File: src/rtl/alu_preset.sv
module alu_preset #(
  parameter int W = 3
) (
  input  logic [W-1:0] op_a,
  input  logic [W-1:0] op_b,
  input  logic         clr_a,
  input  logic         inv_a,
  input  logic         clr_b,
  input  logic         inv_b,
  input  logic         sel_sum,
  input  logic         inv_out,
  output logic [W-1:0] result,
  output logic [W-1:0] carries,
  output logic         zero_flag,
  output logic         neg_flag
);

  logic [W-1:0] a_clr, a_cond, b_clr, b_cond;
  logic [W-1:0] sum, conj, picked;
  logic [W:0]   chain;

  assign a_clr  = clr_a ? '0 : op_a;
  assign a_cond = inv_a ? ~a_clr : a_clr;
  assign b_clr  = clr_b ? '0 : op_b;
  assign b_cond = inv_b ? ~b_clr : b_clr;

  assign chain[0] = 1'b0;

  for (genvar i = 0; i < W; i++) begin : g_ripple
    logic half;
    assign half       = a_cond[i] ^ b_cond[i];
    assign sum[i]     = half ^ chain[i];
    assign chain[i+1] = (a_cond[i] & b_cond[i]) | (chain[i] & half);
  end

  assign conj    = a_cond & b_cond;
  assign picked  = sel_sum ? sum : conj;
  assign result  = inv_out ? ~picked : picked;
  assign carries = chain[W:1];

  assign zero_flag = ~|result;
  assign neg_flag  = result[W-1];

endmodule

File: config.mk
export PLATFORM = sky130hd
export DESIGN_NAME = alu_preset
export DESIGN_NICKNAME = d
export VERILOG_FILES = /design/src/rtl/alu_preset.sv
export SDC_FILE = /design/constraint.sdc
export NUM_CORES = 1
export LEC_CHECK = 0
export BUFFER_PORTS_ARGS = -buffer_cell sky130_fd_sc_hd__buf_2
export CORE_AREA = 2 2 39 41
export DETAILED_ROUTE_END_ITERATION = 10
export DIE_AREA = 0 0 41 43
export SLEW_MARGIN = 20
export SYNTH_ARGS = -nofsm -noshare
export SYNTH_HDL_FRONTEND = slang
export SYNTH_SLANG_ARGS = --single-unit
File: constraint.sdc
create_clock -name vclk -period 3.7
set_clock_uncertainty 0.15 [all_clocks]
set_input_delay 0.555 -clock vclk [all_inputs]
set_output_delay 0.555 -clock vclk [all_outputs]
set_load 0.01 [all_outputs]
Word level (Yosys, flattened, before mapping):

Index checks and enable logic that the tools add are counted.

* bits in registers: 0
* bits of input ports: 12
* output and inout bits: 8
* logic and storage cells: 24

* multiplexer cells: 6
* bitwise gates (word level): 16
* reductions and logical operators: 2

Operator list (count)
* 3-bit 2-to-1 mux: 6
* 3-bit inverter: 3
* 1-bit AND: 5
* 1-bit XOR: 5
* 3-bit AND: 1
* 3-bit OR reduction: 1
* 1-bit OR: 2
* 1-bit zero test: 1

Depth between registers and ports, before layout:

Gate-level depths: netlist (run 1).

* word-level depth: 12
* mapped depth: 8

Worst setup path before layout (run 1):

OpenSTA, ideal clock, no wires.

* path type: in2out
* from: in clr_a
* to: out zero_flag
* arrival: 2.540 ns
* required time: 2.995 ns
* slack: 0.455 ns
* stages on the path: 8
* buffers on the path: 0
* cells stage by stage: nand2b_1 > xnor2_1 > ha_1 > a21o_1 > fa_1 > mux2i_1 > or3b_1 > mux2i_1

* word-level cells in the longest chain between the ends: 12
* elaborated cells on any way between the ends: 18

RTL lines
* from (decl): RTL line 6 `input logic clr_a,`
* 3-bit 2-to-1 mux *: RTL line 22 `assign a_clr = clr_a ? '0 : op_a;`
* 3-bit inverter: RTL line 23 `assign a_cond = inv_a ? ~a_clr : a_clr;`
* 3-bit 2-to-1 mux *: RTL line 23
* 1-bit AND or 1-bit XOR (tied branches): RTL line 33, 31
* 1-bit AND: RTL line 33 `assign chain[i+1] = (a_cond[i] & b_cond[i]) | (chain[i] & half);`
* 1-bit OR *: RTL line 33
* via carries[1]: RTL line 13 `output logic [W-1:0] carries,`
* 1-bit XOR *: RTL line 32 `assign sum[i] = half ^ chain[i];`
* 3-bit 2-to-1 mux *: RTL line 37 `assign picked = sel_sum ? sum : conj;`
* 3-bit inverter: RTL line 38 `assign result = inv_out ? ~picked : picked;`
* 3-bit 2-to-1 mux *: RTL line 38
* 3-bit OR reduction *: RTL line 41 `assign zero_flag = ~|result;`
* 1-bit zero test *: RTL line 41
* to (decl): RTL line 14 `output logic zero_flag,`

Mark *: on every way through the listed nets, which the timed path passes. The rest lies on a longest branch.

Worst setup path in the final report (run 1):

* from: in clr_a
* to: out zero_flag

* word-level cells in the longest chain between the ends: 12
* elaborated cells on any way between the ends: 18

RTL lines (RTL line)
* 3-bit 2-to-1 mux *: 22
* 3-bit inverter: 23
* 3-bit 2-to-1 mux *: 23
* 1-bit AND or 1-bit XOR (tied branches): 33, 31
* 1-bit AND: 33
* 1-bit OR: 33
* 1-bit XOR: 32
* 3-bit 2-to-1 mux *: 37
* 3-bit inverter: 38
* 3-bit 2-to-1 mux *: 38
* 3-bit OR reduction *: 41
* 1-bit zero test *: 41

Every way passes the cells marked *; elsewhere a longest branch is shown, timed or not.

==> metrics.cfg, run 1 <==
[min_path]
min-delay-start = inv_out
hold_class = input port to output port
min_to = result[1]
holdPathStages = 3

[grt]
grt_pass1_vias = 193
grtUsageTotal_pct = 5.41
gr-total-overflow = 0
grt_max_degree = 6
grt_pass1_wl_um = 731
antenna_found_initial = 0

[pwr]
p_sw_share_pct = 50.3
switchingPower_uw = 42.6
internal_power_uw = 42.1
ir_drop_uv = 66.9
p_per_area_nw_per_um2 = 223
power.share.clock_pct = 0
power_frac_comb_pct = 100.0
pwr-share-seq_pct = 0
power_leakage_uw = 0.000197

[setup_path]
endpoint_kind = output port
path_class = input port to output port
crit_required_ps = 2990
worst-endpoint-arrival_ps = 2700
cp_max_fo = 3
cp-start-kind = input port

[placement]
dpl.cell_count = 64
place.gp.congestion = 0.683
placed_cell_area_um2 = 379
hpwlAfterDp_um = 442
io_buffers = 20

[routing]
via_count = 243
vias_per_cell = 3.80
ant_nets = 0
wl_per_cell_um = 7.05
wl_um = 451
first_pass_iters = 2
drc = 0
drt_iter0_drc = 1

[floorplan]
core-area_um2 = 1380
die_x_um = 41
initial_utilization_pct = 19.3
die_y_um = 43
ios = 20
num_rows = 14
die_area_um2 = 1760

[synth]
syn_inst = 29
avgSynthCellArea_um2 = 9.19
ys_types = 10
syn_nets = 46
yosysSeqAreaShare_pct = 0
yosys_warnings = 0
mappedNetlistArea_um2 = 267

[timing]
drv_slew = 0
period_needed_ps = 3400
rsz0062_at_grt = no
hold_violations = 0
setup_viol = 0
max_freq_mhz = 294
min_period_over_period_pct = 91.9
tns_ps = 0
tightest_slew_ps = 276
max_slew_margin_pct = 81.1

[finish]
seq_cell_count = 0
syn2layout_area_growth_pct = 42.3
diodes = 0
seq_area_um2 = 0
clkbuf_count = 0
fin_nets = 67
final_area_um2 = 379
drive_gt1_share_pct = 41.7
instances_no_fill = 64

[job]
cap_violations = 0

[outcome]
status = complete, no violations

[clocking]
cts_setup_buffers = 0
ctsHoldBuffers = 0
cts_resized = 0

[worst max-delay path, cell delays in order]
cell and delay, ps:
buf_2 100, nand2b_1 140, xnor2_1 130, ha_1 320, a21o_1 200, fa_1 530, mux2i_1 110, or3b_1 360
mux2i_1 120, buf_2 140
[cell usage in the layout (no fill, tap or decap), drive strengths merged]
cell type,netlist,layout
xnor2,9,9
or3b,1,1
nand2b,6,6
nand3b,1,1
ha,4,4
a21o,1,1
xor2,1,1
mux2i,4,4
buf,1,20
fa,1,1
[area by class of cell]
cell class,count,area [µm²]
fill,153,1000
multi-input combinational,28,259
timing repair buffer,20,100
tap,16,20.0
[logic make-up (layout without fill, tap and decap cells)]
family	after synthesis	after routing	share of synthesized area [%]
xor+xnor	10	10	32.9
simple gates	8	8	20.2
fa+ha+maj	5	5	26.3
mux	4	4	15.0
compound gates	1	1	2.82
buf+inv	1	20	2.82
[power groups by stage]
stage	Sequential, µW	Clock (µW)	Combinational (µW)
3_3_place_gp	0	0	85.8
4_1_cts	0	0	86.9
5_1_grt	0	0	99.2
2_1_floorplan	0	0	61.0
3_5_place_dp	0	0	86.5
6_report	0	0	84.7
[per-layer routing]
layer  routed length [µm]  vias to the layer above  GRT usage (%)
li1                     -                      134              -
met1                  195                       92           7.32
met2                  173                       17           9.38
met3                   83                        0          0.524
met4                    0                        0              0
met5                    0                        -              0
[worst max-delay path by stage]
| stage | from | slack, ps | cells after the start | end |
|---|---|---|---|---|
| floorplan | clr_a | 450 | 8 | zero_flag |
| global placement | clr_a | 290 | 10 | zero_flag |
| detailed placement | clr_a | 280 | 10 | zero_flag |
| CTS | clr_a | 270 | 10 | zero_flag |
| global route | clr_b | 140 | 10 | zero_flag |
| finish | clr_a | 300 | 10 | zero_flag |
[synthesized netlist by cell type, drive strengths merged]
cell	instances	area (µm²)
nand3b	1	7.51
nand2b	6	37.5
ha	4	50.1
a21o	1	7.51
mux2i	4	40.0
xnor2	9	78.8
xor2	1	8.76
buf	1	7.51
fa	1	20.0
or3b	1	8.76
[metrics by stage]
| step | util (%) | hold WS, ps | setup WS [ps] | power, µW |
|---|---|---|---|---|
| after floorplan | - | 1050 | 455 | 61.0 |
| after global placement | 27.4 | 1300 | 294 | 85.8 |
| after detailed placement | 27.4 | 1300 | 280 | 86.5 |
| after CTS | 27.4 | 1300 | 270 | 86.9 |
| after global routing | 27.4 | 1330 | 139 | 99.2 |
| final | 27.4 | 1300 | 300 | 84.7 |
No activity file was read; power rests on OpenSTA's default activity.
==> run 2, diff against run 1 <==
--- a/config.mk
+++ b/config.mk
@@ -9,6 +9,7 @@
 export CORE_AREA = 2 2 39 41
 export DETAILED_ROUTE_END_ITERATION = 10
 export DIE_AREA = 0 0 41 43
+export SETUP_SLACK_MARGIN = 0.5
 export SLEW_MARGIN = 20
 export SYNTH_ARGS = -nofsm -noshare
 export SYNTH_HDL_FRONTEND = slang
==> metrics.cfg, run 2 (synthesis results as in run 1) <==
[outcome]
status = complete, no violations

[setup_path]
cpMaxStageDelayCell = fa_1
crit_top_cell = mux2i_2
cp-start-kind = input port
worst-endpoint-arrival_ps = 2670  ; -30 ps
endpoint_kind = output port
path_class = input port to output port
cp_max_fo = 3  ; unchanged
slowest_delay_ps = 500  ; -30 ps
crit_chain = buf_6 > nand2b_4 > xnor2_2 > ha_1 > a21o_1 > fa_1 > mux2i_2 > or3b_1 > mux2i_2 > buf_2
crit_required_ps = 2990  ; about the same

[pwr]
ir_drop_uv = 62.3  ; -6.9%
internal_power_uw = 54.0  ; +28%
pwr-share-seq_pct = 0  ; unchanged
power_frac_comb_pct = 100.0  ; about the same
power.share.clock_pct = 0  ; unchanged
switchingPower_uw = 48.3  ; +13%
p_sw_share_pct = 47.2  ; -3.1 points
p_per_area_nw_per_um2 = 234  ; +4.6%
power_leakage_uw = 0.000227  ; +16%

[routing]
via_count = 256  ; +5.3%
drc = 0  ; unchanged
drt_iter0_drc = 0  ; -1
wl_um = 521  ; +16%
wl_per_cell_um = 7.89  ; +12%
vias_per_cell = 3.88  ; +2.2%
first_pass_iters = 1  ; -1
ant_nets = 0  ; unchanged

[floorplan]
die_area_um2 = 1760  ; unchanged
initial_utilization_pct = 19.3  ; unchanged
ios = 20  ; unchanged
num_rows = 14  ; unchanged
die_y_um = 43  ; unchanged
core-area_um2 = 1380  ; unchanged
die_x_um = 41  ; unchanged

[finish]
instances_no_fill = 66  ; +3.1%
seq_cell_count = 0  ; unchanged
fin_nets = 69  ; +3.0%
drive_gt1_share_pct = 56.0  ; +14 points
final_cell_mix = buf_2, xnor2_1, nand2b_1, ha_1
post-route-util_pct = 31.6  ; +4.2 points
clkbuf_count = 0  ; unchanged
layout_commonest_cell = buf_2
n_fill_cell = 153  ; unchanged
diodes = 0  ; unchanged
seq_area_um2 = 0  ; unchanged
multi_input_area_um2 = 297  ; +14%
syn2layout_area_growth_pct = 64.3

[timing]
holdWs_ps = 1300  ; -0.740 ps
drv_slew = 0  ; unchanged
period_needed_ps = 3370  ; -25.5 ps
max_freq_mhz = 296  ; +0.76%
hold_violations = 0  ; unchanged
tns_ps = 0  ; unchanged
rsz0062_at_grt = yes
min_period_over_period_pct = 91.2  ; -0.69 points
max_slew_margin_pct = 77.0  ; -4.1 points
setup_viol = 0  ; unchanged
tightest_slew_ps = 336  ; +59.5 ps

[grt]
grtUsageTotal_pct = 6.41  ; +1.0 points
antenna_found_initial = 0  ; unchanged
grt_pass1_vias = 218  ; +13%
grt_pass1_wl_um = 855  ; +17%
gr-total-overflow = 0  ; unchanged
grt_max_degree = 6  ; unchanged

[placement]
dpl.cell_count = 64  ; unchanged
place.gp.congestion = 0.625  ; -8.6%
io_buffers = 20  ; unchanged

[job]
cap_violations = 0  ; unchanged

[min_path]
hold_class = input port to output port

run 2: cell count changes in the layout (fill, tap and decap cells not counted):
cell	previous run	this run
nand2b_4	0	2
buf_6	0	1
mux2i_1	4	2
buf_4	0	2
mux2i_2	0	2
xnor2_2	0	2
buf_2	20	19
nand2b_1	6	4
xnor2_1	9	7
run 2: final cells by class:
cell class / instances / area share (%)
repair buffers: 22 / 27.7
well taps: 16 / 4.57
multi-input cells: 28 / 67.7
run 2: routing by layer:
metal / track usage [%] / share of wire, % / up-vias
met2: 10.6 / 48 / 15
met1: 9.55 / 42 / 104
met5: 0 / 0 / -
met4: 0 / 0 / 0
li1: - / - / 137
met3: 0 / 10 / 0
run 2: critical path: cells and delay by family:
kind            cells  cell delay, ps
compound gates      1             190
xor+xnor            1             130
fa+ha+maj           2             820
buf+inv             2             240
mux                 2             230
simple gates        2             500
run 2: final timing paths:
check / start / endpoint / slack [ps] / depth (start not counted)
setup / recovery: clr_b / zero_flag / 330 / 10
hold / removal: inv_out / result[1] / 1300 / 3
run 2: power groups by stage:
stage | clock (µW) | sequential [µW] | combinational [µW]
6_report | 0 | 0 | 102
4_1_cts | 0 | 0 | 98.5
5_1_grt | 0 | 0 | 114
3_5_place_dp | 0 | 0 | 91.2
2_1_floorplan | 0 | 0 | 64.2
3_3_place_gp | 0 | 0 | 89.8
run 2: repair_timing:
item / 4_1_cts / 5_1_grt
setup buffers: 1 / 1
cloned: 0 / 0
endpoints found under the setup margin: 1 / 3
resized for setup: 2 / 2
pin swaps: 3 / 2
hold buffers: 0 / 0
run 2: through the flow:
| stage | instance area (µm²) | worst slack, ps | total power [µW] |
|---|---|---|---|
| global route | 438 | 232 | 114 |
| global placement | 398 | 293 | 89.8 |
| CTS | 417 | 328 | 98.5 |
| finish | 438 | 325 | 102 |
| floorplan | 285 | 491 | 64.2 |
| detailed placement | 398 | 243 | 91.2 |
